**config.mk**
```make
export PLATFORM = sky130hd
export DESIGN_NAME = trace_fifo_guard
export DESIGN_NICKNAME = d
export VERILOG_FILES = /design/src/rtl/tfg_pkg.sv /design/src/rtl/tfg_level_reg.sv /design/src/rtl/tfg_fifo.sv /design/src/rtl/tfg_guard.sv /design/src/rtl/trace_fifo_guard.sv
export SDC_FILE = /design/constraint.sdc
export NUM_CORES = 1
export LEC_CHECK = 0
export BUFFER_PORTS_ARGS = -buffer_cell sky130_fd_sc_hd__buf_2
export CORE_ASPECT_RATIO = 1.5
export CORE_MARGIN = 2
export CORE_UTILIZATION = 45
export CTS_CLUSTER_SIZE = 30
export DETAILED_ROUTE_END_ITERATION = 10
export GPL_TIMING_DRIVEN = 0
export SYNTH_ARGS = -nofsm -noshare
export SYNTH_HDL_FRONTEND = slang
export SYNTH_HIERARCHICAL = 1
export SYNTH_SLANG_ARGS = --single-unit
export TNS_END_PERCENT = 100
```
**constraint.sdc**
```tcl
create_clock -name clk -period 10.8 [get_ports clk]
set_input_delay 0.54 -clock clk [delete_from_list [all_inputs] [get_ports clk]]
set_output_delay 0.54 -clock clk [all_outputs]
set_load 0.1 [all_outputs]
```
**src/rtl/tfg_pkg.sv**
```systemverilog
// Shared types for the trace FIFO guard.
// Assumes: nothing beyond a standard compile order (this file first).
package tfg_pkg;
    // Decoded overflow-avoidance policy.
    typedef enum logic [1:0] {
        AVOID_NONE     = 2'd0,
        AVOID_STALL    = 2'd1,
        AVOID_SUPPRESS = 2'd2
    } avoid_mode_t;

    localparam int unsigned MAX_PKT = 4;
endpackage

```
**src/rtl/tfg_level_reg.sv**
```systemverilog
// Threshold register: clamps writes to the capacity and gives a zero-padded readback.
// Assumes: DEPTH in 1..255; IGNORE_LEVEL=1 ties the threshold to DEPTH.
module tfg_level_reg #(
    parameter int unsigned DEPTH        = 16,
    parameter bit          IGNORE_LEVEL = 1'b0
) (
    input  logic        clk,
    input  logic        rst_n,
    input  logic        wr_en,
    input  logic [31:0] wr_val,
    output logic [7:0]  level,
    output logic [31:0] rd_val
);
    localparam logic [7:0]  CAP   = 8'(DEPTH);
    localparam logic [31:0] CAP32 = 32'(DEPTH);

    generate
        if (IGNORE_LEVEL) begin : g_fixed
            // Threshold pinned to capacity; writes discarded.
            assign level = CAP;
        end else begin : g_prog
            logic [7:0] level_q;
            // Store the write value, clamped to capacity.
            always_ff @(posedge clk) begin
                if (!rst_n)
                    level_q <= CAP;
                else if (wr_en)
                    level_q <= (wr_val > CAP32) ? CAP : wr_val[7:0];
            end
            assign level = level_q;


            level_cap_chk: assert property (@(posedge clk) disable iff (!rst_n)
                level_q <= CAP);
        end
    endgenerate

    // Readback with reserved bits forced to zero.
    assign rd_val = {24'd0, level};
endmodule

```
**src/rtl/tfg_fifo.sv**
```systemverilog
// Byte FIFO: writes 1..4 bytes per cycle, reads one byte per cycle.
// Assumes: caller only writes when the packet fits and only reads when non-empty.
module tfg_fifo #(
    parameter int unsigned DEPTH = 16
) (
    input  logic                           clk,
    input  logic                           rst_n,
    input  logic                           wr_en,
    input  logic [2:0]                     wr_n,
    input  logic [31:0]                    wr_data,
    input  logic                           rd_en,
    output logic [$clog2(DEPTH+1)-1:0]     used,
    output logic                           rd_valid,
    output logic [7:0]                     rd_data
);
    localparam int unsigned CW = $clog2(DEPTH + 1);
    localparam int unsigned PW = (DEPTH > 1) ? $clog2(DEPTH) : 1;

    logic [7:0]    mem [DEPTH];
    logic [PW-1:0] wr_ptr, rd_ptr;
    logic [CW-1:0] used_q;

    // Advance an index by a step with wrap-around at DEPTH.
    function automatic logic [PW-1:0] wrap_add(input logic [PW-1:0] base, input int unsigned step);
        int unsigned s;
        s = int'(base) + step;
        if (s >= DEPTH) s = s - DEPTH;
        return PW'(s);
    endfunction

    // Store up to four packet bytes in consecutive slots.
    always_ff @(posedge clk) begin
        for (int unsigned k = 0; k < tfg_pkg::MAX_PKT; k++) begin
            if (wr_en && (k < int'(wr_n)))
                mem[wrap_add(wr_ptr, k)] <= wr_data[8*k +: 8];
        end
    end

    // Pointer and occupancy bookkeeping.
    always_ff @(posedge clk) begin
        if (!rst_n) begin
            wr_ptr <= '0;
            rd_ptr <= '0;
            used_q <= '0;
        end else begin
            if (wr_en) wr_ptr <= wrap_add(wr_ptr, int'(wr_n));
            if (rd_en) rd_ptr <= wrap_add(rd_ptr, 1);
            used_q <= used_q + (wr_en ? CW'(wr_n) : CW'(0)) - (rd_en ? CW'(1) : CW'(0));
        end
    end

    assign used     = used_q;
    assign rd_valid = (used_q != '0);
    assign rd_data  = mem[rd_ptr];


    no_overflow_chk: assert property (@(posedge clk) disable iff (!rst_n)
        used_q <= CW'(DEPTH));
endmodule

```
**src/rtl/tfg_guard.sv**
```systemverilog
// Avoidance policy: decodes mode, compares free space to the threshold,
// decides stall, suppression and whether a packet fits.
// Assumes: used <= DEPTH, push_n in 1..4.
module tfg_guard #(
    parameter int unsigned DEPTH = 16
) (
    input  logic                       mode_stall,
    input  logic                       mode_suppress,
    input  logic                       region_en,
    input  logic [7:0]                 level,
    input  logic [$clog2(DEPTH+1)-1:0] used,
    input  logic                       push_valid,
    input  logic [2:0]                 push_n,
    output logic                       stall_req,
    output logic                       suppress_hit,
    output logic                       room_ok,
    output logic                       cfg_err
);
    import tfg_pkg::*;

    avoid_mode_t mode;
    logic [8:0]  free_b;
    logic [8:0]  need_b;

    // Resolve the mode inputs; illegal settings fall back to no avoidance.
    always_comb begin
        cfg_err = (mode_stall && mode_suppress) ||
                  ((mode_stall || mode_suppress) && (level == 8'd0));
        if (cfg_err)            mode = AVOID_NONE;
        else if (mode_stall)    mode = AVOID_STALL;
        else if (mode_suppress) mode = AVOID_SUPPRESS;
        else                    mode = AVOID_NONE;
    end

    // Free space and the space a packet needs to keep the threshold.
    always_comb begin
        free_b = 9'(DEPTH) - 9'(used);
        need_b = 9'(push_n) + 9'(level);
    end

    // Stall, suppression and fit decisions.
    always_comb begin
        stall_req    = (mode == AVOID_STALL) && region_en && (free_b < 9'(level));
        suppress_hit = push_valid && (mode == AVOID_SUPPRESS) && (free_b < need_b);
        room_ok      = (9'(push_n) <= free_b);
    end
endmodule

```
**src/rtl/trace_fifo_guard.sv**
```systemverilog
// Top: trace byte FIFO with a programmable free-space threshold, stall request,
// atomic packet suppression and a sticky overflow flag.
// Assumes: DEPTH in 4..255; synchronous active-low reset.
module trace_fifo_guard #(
    parameter int unsigned DEPTH        = 16,
    parameter bit          IGNORE_LEVEL = 1'b0
) (
    input  logic        clk,
    input  logic        rst_n,
    input  logic        push_valid,
    input  logic [1:0]  push_len,
    input  logic [31:0] push_data,
    input  logic        pop_ready,
    output logic        pop_valid,
    output logic [7:0]  pop_data,
    input  logic        cfg_wr,
    input  logic [31:0] cfg_wdata,
    output logic [31:0] cfg_rdata,
    input  logic        mode_stall,
    input  logic        mode_suppress,
    input  logic        region_en,
    output logic        stall_req,
    output logic        suppress_pulse,
    output logic        cfg_err,
    output logic        overflow
);
    localparam int unsigned CW = $clog2(DEPTH + 1);

    logic [7:0]    level;
    logic [CW-1:0] used;
    logic [2:0]    push_n;
    logic          suppress_hit, room_ok, accept, lost, rd_en;
    logic          pulse_q, ovf_q;

    assign push_n = 3'(push_len) + 3'd1;

    tfg_level_reg #(.DEPTH(DEPTH), .IGNORE_LEVEL(IGNORE_LEVEL)) u_level (
        .clk(clk), .rst_n(rst_n), .wr_en(cfg_wr), .wr_val(cfg_wdata),
        .level(level), .rd_val(cfg_rdata)
    );

    tfg_guard #(.DEPTH(DEPTH)) u_guard (
        .mode_stall(mode_stall), .mode_suppress(mode_suppress), .region_en(region_en),
        .level(level), .used(used), .push_valid(push_valid), .push_n(push_n),
        .stall_req(stall_req), .suppress_hit(suppress_hit), .room_ok(room_ok),
        .cfg_err(cfg_err)
    );

    // Accept a packet only if it is neither suppressed nor too large.
    always_comb begin
        accept = push_valid && !suppress_hit && room_ok;
        lost   = push_valid && !suppress_hit && !room_ok;
        rd_en  = pop_ready && pop_valid;
    end

    tfg_fifo #(.DEPTH(DEPTH)) u_fifo (
        .clk(clk), .rst_n(rst_n), .wr_en(accept), .wr_n(push_n), .wr_data(push_data),
        .rd_en(rd_en), .used(used), .rd_valid(pop_valid), .rd_data(pop_data)
    );

    // One-cycle suppression pulse and sticky overflow flag.
    always_ff @(posedge clk) begin
        if (!rst_n) begin
            pulse_q <= 1'b0;
            ovf_q   <= 1'b0;
        end else begin
            pulse_q <= suppress_hit;
            if (lost)        ovf_q <= 1'b1;
            else if (cfg_wr) ovf_q <= 1'b0;
        end
    end

    assign suppress_pulse = pulse_q;
    assign overflow       = ovf_q;


    suppress_atomic_chk: assert property (@(posedge clk) disable iff (!rst_n)
        suppress_hit |=> (used == $past(used) - ($past(rd_en) ? CW'(1) : CW'(0))));

    pulse_source_chk: assert property (@(posedge clk) disable iff (!rst_n)
        suppress_pulse |-> $past(mode_suppress && push_valid));

    stall_gate_chk: assert property (@(posedge clk) disable iff (!rst_n)
        stall_req |-> (region_en && !mode_suppress));

    stall_nonempty_chk: assert property (@(posedge clk) disable iff (!rst_n)
        stall_req |-> pop_valid);

    cfg_err_quiet_chk: assert property (@(posedge clk) disable iff (!rst_n)
        cfg_err |-> !stall_req);
endmodule

```
Word-level counts from Yosys, hierarchy flattened. Memory sizes are Yosys's and may differ from the RTL's. A register that Yosys moved wholly into a read port is not among the register bits. Cells that the tools add are included.

$add $sub $neg: 16. Magnitude comparators: 14. Eq/ne operators: 2. Mux-type cells: 28. Reduce and logical (&&, ||, !) cells: 21.

Operators with widths (number): $mux 4 (12); $gt 32x5->1 const B (1); $ge 5x5->1 const B (5); $sub 4x1->4 const B (6); $logic_and 1x1->1 (14); $mux 1 (11); $add 4x1->5 const B (2); $add 4x2->5 const B (2); $add 3x8->9 (1); $le 3x9->1 (1); $lt 9x8->1 (1); $lt 9x9->1 (1); $logic_not 8->1 (1); $mux 8 (1); $lt 1x3->1 const A (2); $lt 2x3->1 const A (2); $mux 2 (3); $sub 5x5->6 const A (1); $add 4x3->5 (1); $add 5x5->5 (1); $ge 4x5->1 const B (1); $reduce_bool 5->1 (1); $sub 5x5->5 (1); $add 2x1->3 const B (1); 6 further kinds (8).

Register bits: 23. RAM bits: 128. Bits of input ports: 74. Output and inout port bits: 45. Logic and storage cells: 88. Memories kept: 1.

Memories: u_fifo.mem (words 16, width 8, rd ports 1, clocked after Yosys merged registers in 1, wr ports 4, RTL line tfg_fifo.sv:19) `logic [7:0] mem [DEPTH];`.

Logic depth before layout (Yosys ltp). Gate-level depths: netlist of the first run.

Depth after elaboration: 13. Gate-level depth with buffers: 24. Depth with buffers taken out: 23.

By module. The synthesis of the first run kept the hierarchy.

By module, submodules not included: tfg_fifo (instances 1, cells each 1054, area an instance 10640.2 sq um, sequential area each 4184.0 sq um); tfg_guard (instances 1, cells each 98, area an instance 708.2 sq um, sequential area each 0.0 sq um); tfg_level_reg (instances 1, cells each 70, area an instance 629.4 sq um, sequential area each 160.2 sq um); trace_fifo_guard (instances 1, cells each 10, area an instance 106.4 sq um, sequential area each 40.0 sq um).

Worst setup path after synthesis of the first run. OpenSTA, ideal clock, no wires.

Path kind: input to register. Start: input push_len[0]. End: register u_fifo.used_q[4] (netlist: u_fifo/used[4]). Setup time: 0.115 ns. Arrival time: 4.780 ns. Required time: 10.685 ns. Path slack: 5.905 ns. Stages on the path: 22. Path buffers: 1. Cell sequence: ha_1 -> inv_1 -> fa_1 -> nor2b_1 -> o21a_1 -> nand3_1 -> xnor2_1 -> ha_1 -> nand4_1 -> a211oi_1 -> nor4_1 -> and3b_2 -> clkbuf_1 -> nand2_1 -> ha_1 -> inv_1 -> ha_1 -> fa_1 -> a21o_1 -> a21oi_1 -> xnor2_1 -> and2_1.

Word-level cells in the longest chain between the ends: 10. Elaborated cells on any way between the ends: 11. Classes of those cells: add/sub (4); order compare (2); mux (1); reduce/logical (4).

RTL lines: start, declared (RTL line trace_fifo_guard.sv:11) `input logic [1:0] push_len,`; $add 2x1->3 (RTL line trace_fifo_guard.sv:35) `assign push_n = 3'(push_len) + 3'd1;`; $add 3x8->9 (RTL line tfg_guard.sv:38) `need_b = 9'(push_n) + 9'(level);`; $lt 9x9->1 (RTL line tfg_guard.sv:44) `suppress_hit = push_valid && (mode == AVOID_SUPPRESS) && (free_b < need_b);`; $logic_and 1x1->1 (RTL line tfg_guard.sv:44); net suppress_hit (RTL line trace_fifo_guard.sv:32) `logic suppress_hit, room_ok, accept, lost, rd_en;`; $logic_not 1->1 (RTL line trace_fifo_guard.sv:51) `accept = push_valid && !suppress_hit && room_ok;`; $logic_and 1x1->1 (2 in a row) (RTL line trace_fifo_guard.sv:51); net accept (RTL line trace_fifo_guard.sv:32); $mux 3 (RTL line tfg_fifo.sv:48) `used_q <= used_q + (wr_en ? CW'(wr_n) : CW'(0)) - (rd_en ? CW'(1) : CW'(0));`; $add 5x5->5 (RTL line tfg_fifo.sv:48); $sub 5x5->5 (RTL line tfg_fifo.sv:48); end signal, assigned (RTL line tfg_fifo.sv:48); end, declared (RTL line tfg_fifo.sv:21) `logic [CW-1:0] used_q;`.

The timed path passes the listed nets, and every way through them passes these cells. A chain may end at the register's enable or synchronous reset.

==> results.md, run 1 <==
* I/O Pins at 119
* Sequential share of power at 0.287
* Sw Share at 0.448
* Tmin final at 5.95 ns
* Min-Delay Path Class: in -> reg
* GR Util met2 at 0.569
* Most frequent cells after synthesis: 128 x edfxtp_1, 113 x nor2_1, 96 x nand2_1
* H-tree depth at 4
* Worst-Skew Late Latency at 0.46 ns
* PwrDens at 211 mW/mm^2
* Clock tree from TritonCTS: built
* Setup tns final at 0 ns
* Status: finished clean
* Vias at 10.7k
* Register-to-register path setup slack at 4.91 ns
* Pre-Repair DR Iteration Count at 7
* Final setup vio count at 0
* Worst hold start: cfg_wdata[2]
* MaxCap Viol Count at 0
* Final worst-path cycle share at 0.551
* Number of distinct library cells after synthesis at 77
* # Post-CTS Setup Buffers at 0
* Cts repair resizes at 0
* Worst Setup End Kind: flip-flop
* GRT overflow at 0
* Layout cells sized above 1 at 0.205
* Synthesis-to-finish area growth at 12.2%
* Worst path cell trace: buf_2 > ha_1 > inv_1 > fa_1 > nor2b_1 > o21a_1 > nand3_1 > xnor2_1 > ha_1 > nand4_1 > a211oi_1 > nor4_1 > and3b_2 > nor3b_2 > buf_2 > nand2_2 > nor3_2 > buf_2 > a41oi_1 > nand3_1
* Filler Cell Count at 2,507
* Met3 usage at 0.0512
* Static Leakage at 5.68 nW
* Fmax at 168 MHz
* Sw power at 1.28 mW
* Cell taking the most area after synthesis: edfxtp_1
* Slowest CP cell: nor3_2
* Crit-path max FO at 10
* FF+latch count, synth at 155
* Pins Over Slew Limit at 0
* Post-synth EDFFs at 128
* Final Instance Count excl. Fillers at 1,703
* Area share of the largest cell type after synthesis at 0.318
* Die Ht at 205 microns
* Max VDD drop at 216 uV
* Die width at 138 microns
* GRT Util Overall at 0.334
* Hold Buf Count CTS at 0
* Largest net degree at the start of global routing at 17
* Synthesized area per cell at 9.81 sq um
* Reg-to-reg startpoint: u_level/level[0]
* Post-route ant nets at 0
* Met1 GRT Util at 0.365
* Remaining routing DRC violations at 0
* Relative slew slack at 0.143
* Starting Density at 0.456
* Post-Synthesis Cells at 1,232
* Dpl cells at 1,669
* Global routing's busiest layer: met2
* Initial antenna violation count at 1
* Overall Power at 2.85 mW
* Die ar. at 0.0282 sq mm
* Startpoint Class: input port
* Clk sinks at 155
* Core area at 0.0265 sq mm
* Hold Path Depth at 3
* Clock Skew at 0.0124 ns
* Top cells by area, synth: edfxtp_1 32%, mux4_2 7.5%, mux2i_1 7.2%, dfxtp_1 4.5%, a21o_1 3.9%
* Reg2reg end: u_fifo/mem[15][4]
* Vias per inst at 6.30
* NumNets Final at 1,463
* Post-Route WL at 46,100 microns
* R2R cell count at 19
* 1st-iter DRT viols at 1,241
* Ys async rst share at 0
* Clock Tree Buf Depth at 2
* Vias in the first global route at 10.5k
* Tightest Pin Transition at 1.27 ns
* Worst Path Required at 10.89 ns
* Register area share after synthesis at 0.363
* DPL Wire Length at 36,000 microns
* IO Port Bufs at 77
* Crit Path Class: in -> reg
* Total CTS buffers at 17
* CTS Root Buffer Type: clkbuf_16
* Clock power frac at 0.208
* Pint at 1.58 mW
* Most numerous cell on the critical path: buf_2
* Most frequent cell after synthesis: edfxtp_1
* Unrepaired setup endpoints after global routing: false
* Warning count from the yosys run at 6
* Combinational group share of total power at 0.505
* Top_reg_cell synth: edfxtp_1
* CP peak stage delay at 0.67 ns
* First-pass GRT wire length at 66,800 microns
* Routed len/inst at 27.1 microns
* Mapped Area at 0.0121 sq mm
* Worst Hold End: u_level/level[2]
* # rows at 73
* CP arrival at 6.04 ns
* Final count of hold timing violations at 0
* Clock transition at path regs at 0.06 ns
* GP Congestion at 0.997
worst max path at each step:
stage           startpoint                end  slack [ns]  cells after the start
2_1_floorplan  push_len[0]     u_fifo/used[4]        5.90                     22
3_3_place_gp   push_len[0]  u_fifo/mem[15][2]        4.58                     20
3_5_place_dp   push_len[0]  u_fifo/mem[12][4]        4.49                     20
4_1_cts        push_len[0]  u_fifo/mem[12][4]        4.95                     20
5_1_grt        push_len[0]  u_fifo/mem[12][4]        4.60                     20
6_report       push_len[0]  u_fifo/mem[15][4]        4.85                     20
per-stage QoR:
step	hold WS [ns]	utilization	worst slack (ns)	cell area (sq um)
detailed placement	0.511	0.490	4.49	13000
global placement	0.506	0.490	4.58	13000
finish	0.336	0.512	4.85	13600
CTS	0.325	0.512	4.95	13500
global route	0.345	0.512	4.60	13500
floorplan	0.466	-	5.90	12200
metal layers:
metal	vias to the layer above	part of all wire
met5	-	0
met4	0	0.090
met3	191	0.067
met2	637	0.50
met1	5108	0.35
li1	4799	-
logic make-up after synthesis:
| family | synth area share |
|---|---|
| mux | 0.147 |
| xor+xnor | 0.0212 |
| fa+ha+maj | 0.0420 |
| simple gates | 0.161 |
| other cells | 0.000310 |
| buf+inv | 0.0802 |
| flops | 0.363 |
| compound gates | 0.186 |
worst max-delay path: cells and delay by family:
kind / cells / cell delay [ns]
XOR/XNOR: 1 / 0.16
AND/OR/NAND/NOR: 9 / 2.50
buffers and inverters: 4 / 0.89
AO/OA/AOI/OAI: 3 / 0.65
adder cells (fa/ha/maj): 3 / 1.28
layout by cell type (no fill, tap or decap), types with 39 or more instances in the layout:
| cell | netlist | final |
|---|---|---|
| mux2i_1 | 87 | 87 |
| o22ai_1 | 39 | 39 |
| clkbuf_1 | 55 | 55 |
| nor2_1 | 113 | 113 |
| buf_4 | 39 | 39 |
| edfxtp_1 | 128 | 128 |
| a21o_1 | 63 | 63 |
| a211oi_1 | 59 | 59 |
| buf_2 | 41 | 118 |
| mux4_2 | 40 | 40 |
| inv_1 | 42 | 42 |
| a21oi_1 | 43 | 43 |
| nand2_1 | 96 | 96 |
sequential cells by signal (all words and copies together), names as in the netlist, named ones only:
| signal | flops |
|---|---|
| u_fifo/wr_ptr | 4 |
| u_fifo/used | 5 |
| u_level/level | 8 |
| u_fifo/rd_ptr | 4 |
| u_fifo/mem | 128 |
| suppress_pulse | 1 |
| overflow | 1 |
cell type report:
| class | instances | area [sq um] | area share |
|---|---|---|---|
| buffer | 157 | 812 | 0.0599 |
| sequential | 155 | 4380 | 0.323 |
| antenna | 2 | 5.00 | 0.000369 |
| inverter | 42 | 158 | 0.0116 |
| tap | 337 | 422 | 0.0311 |
| multi-input combinational | 901 | 6820 | 0.503 |
| clock inverter | 10 | 72.6 | 0.00535 |
| clock buffer | 22 | 499 | 0.0368 |
| timing repair buffer | 77 | 385 | 0.0284 |
power by group through the flow:
stage	clock, mW	combinational, mW	sequential, mW
2_1_floorplan	0	1.04	0.821
3_5_place_dp	0	1.42	0.834
6_report	0.593	1.44	0.820
5_1_grt	0.624	1.54	0.826
3_3_place_gp	0	1.41	0.831
4_1_cts	0.601	1.42	0.821
Note: power is estimated with default switching activity, not from simulation.
==> run 2: changes to the inputs <==
clock period = 5.71 ns   (was 10.8 ns; I/O delays follow)
==> run 2 against run 1 <==
Non-clock buffer count stayed put; core utilization is 0.35 points higher; global-route usage hardly changed; sequential share of layout area is 0.22 points lower; combinational power is 92% higher; setup slack worse by 4.6 ns; critical path depth is 2 lower; highest routed layer unchanged.
==> results.md, run 2 (same netlist as run 1, synthesis figures left out) <==
* Worst Path Required at 5.90 ns (-4.99 ns)
* PwrDens at 399 mW/mm^2 (+89%)
* # rows at 73 (unchanged)
* Commonest non-fill, non-tap cells in the layout: 128 x edfxtp_1, 118 x buf_2, 113 x nor2_1
* Core area at 0.0265 sq mm (unchanged)
* NumNets Final at 1,463 (unchanged)
* Biggest register: u_fifo/mem
* Multi-input gate area at 0.00691 sq mm (+1.3%)
* Die ar. at 0.0282 sq mm (unchanged)
* CP peak stage delay at 0.68 ns (about the same)
* Hold slack at 0.0772 ns (-0.259 ns)
* H-tree depth at 4 (unchanged)
* Worst Setup End Kind: flip-flop
* Startpoint Class: flip-flop
* Layout cells sized above 1 at 0.210 (+0.00513)
* Post-route ant nets at 0 (unchanged)
* Final Instance Count excl. Fillers at 1,703 (unchanged)
* MaxCap Viol Count at 0 (unchanged)
* Remaining routing DRC violations at 0 (unchanged)
* Max VDD drop at 408 uV (+89%)
* Final setup margin at 0.216 ns (-4.63 ns)
* Largest delay share family, worst path: simple AND/OR/NAND/NOR gates
* Dpl cells at 1,669 (unchanged)
* Filler Cell Count at 2,495 (-0.48%)
* Vias per inst at 6.30 (-0.12%)
* Static Leakage at 5.75 nW (+1.3%)
* IO Port Bufs at 77 (unchanged)
* Min-Delay Path Class: in -> reg
* Tmin final at 5.49 ns
* 1st-iter DRT viols at 1,200 (-3.3%)
* Relative slew slack at 0.346 (+0.203)
* Largest net degree at the start of global routing at 17 (unchanged)
* Pre-CTS WS at -0.346 ns (-4.84 ns)
* GP Congestion at 0.997 (unchanged)
* I/O Pins at 119 (unchanged)
* Pre-Repair DR Iteration Count at 6 (-1)
* DPL Wire Length at 36,000 microns (unchanged)
* Overall Power at 5.45 mW (+91%)
* First-pass GRT wire length at 66,900 microns (+0.15%)
* Synthesis-to-finish area growth at 12.9%
* Clock transition at path regs at 0.07 ns (about the same)
* GRT overflow at 0 (unchanged)
* Starting Density at 0.456 (unchanged)
* Crit-path max FO at 10 (unchanged)
* Clock tree from TritonCTS: built
* Vias in the first global route at 10.5k (+0.038%)
* Crit Path Class: reg -> reg
* CP arrival at 5.68 ns (-0.36 ns)
* Reg area at 0.00438 sq mm (unchanged)
* Slowest CP cell: nor3_2
* Clock Tree Buf Depth at 2 (unchanged)
* Clk sinks at 155 (unchanged)
* Final setup vio count at 0 (unchanged)
* Die Ht at 205 microns (unchanged)
* Fmax at 182 MHz
* Unrepaired setup endpoints after global routing: false
* Worst path cell trace: ha_1 > inv_1 > fa_1 > nor2b_1 > o21a_1 > nand3_1 > xnor2_1 > ha_1 > nand4_1 > a211oi_1 > nor4_1 > and3b_2 > and3_1 > buf_2 > nand2_1 > nor3_2 > clkbuf_1 > o31ai_1
* Total CTS buffers at 17 (unchanged)
* Status: finished clean
* Max reg flops at 128 (unchanged)
* Pins Over Slew Limit at 0 (unchanged)
* Vias at 10.7k (-0.12%)
* DP Area at 0.0130 sq mm (unchanged)
* Cell area after layout at 0.0136 sq mm (+0.68%)
* Final count of hold timing violations at 0 (unchanged)
* Initial antenna violation count at 1 (unchanged)
* Worst-Skew Late Latency at 0.46 ns (about the same)
* GRT Util Overall at 0.335 (+0.000398)
* Final worst-path cycle share at 0.962
* Tightest Pin Transition at 0.981 ns (-0.291 ns)
* CTS Root Buffer Type: clkbuf_16
* Commonest non-fill, non-tap cell in the layout: edfxtp_1
* Clock Skew at 0.0133 ns (+0.000899 ns)
* Post-Route WL at 46,000 microns (-0.27%)
* Die width at 138 microns (unchanged)
* Routed len/inst at 27.0 microns (-0.27%)
* Buf+Inv Stages, Crit Path at 3 (-1)
* Most numerous cell on the critical path: ha_1
## run 2: cell counts in the layout (fill, tap and decap cells not counted)
Identical to the previous run, type by type.
## run 2: through the flow
step	utilization	setup TNS (ns)
after detailed placement	0.490	-12.35
after global placement	0.490	-7.88
after floorplan	-	0
after global routing	0.515	0
final	0.515	0
after CTS	0.512	0
## run 2: worst register-to-register path, delay by kind of cell (launching register included)
family	cells	cell delay, ns
fa+ha+maj	3	0.95
compound gates	3	0.72
flops	1	0.48
simple gates	8	2.12
xor+xnor	1	0.16
buf+inv	3	0.80
## run 2: power by group
part           switching (mW)  leakage [nW]  internal, mW
Sequential             0.0857          1.38          1.46
Clock                   0.499         0.289         0.627
Combinational            1.88          4.08         0.894
## run 2: path summary, 6_finish.rpt
check	cells past startpoint	slack [ns]	start	end
max	18	0.22	u_level/level[0]	u_fifo/mem[14][6]
max reg2reg	18	0.22	u_level/level[0]	u_fifo/mem[14][6]
min	3	0.08	cfg_wdata[2]	u_level/level[2]
min reg2reg	1	0.53	u_level/level[6]	u_level/level[6]
## run 2: metal layers
layer	vias to the layer above	share of wire	GRT usage
met3	206	0.061	0.0460
met5	-	0	0
li1	4803	-	-
met2	592	0.50	0.570
met1	5121	0.35	0.367
met4	0	0.093	0.269
## run 2: layout make-up
class | instances | share of cell area
multi-input cells | 901 | 0.506
flip-flops and latches | 155 | 0.321
clock inverters | 10 | 0.00532
clock buffers | 22 | 0.0366
plain buffers | 157 | 0.0596
diodes | 2 | 0.000367
inverters | 42 | 0.0116
repair buffers | 77 | 0.0282
well taps | 337 | 0.0309
## run 2: timing repair
action	in CTS	in global routing
hold buffers	0	0
resized for setup	2	17
endpoints found under the setup margin	16	81
buffers inserted	0	0
pin swaps	0	1
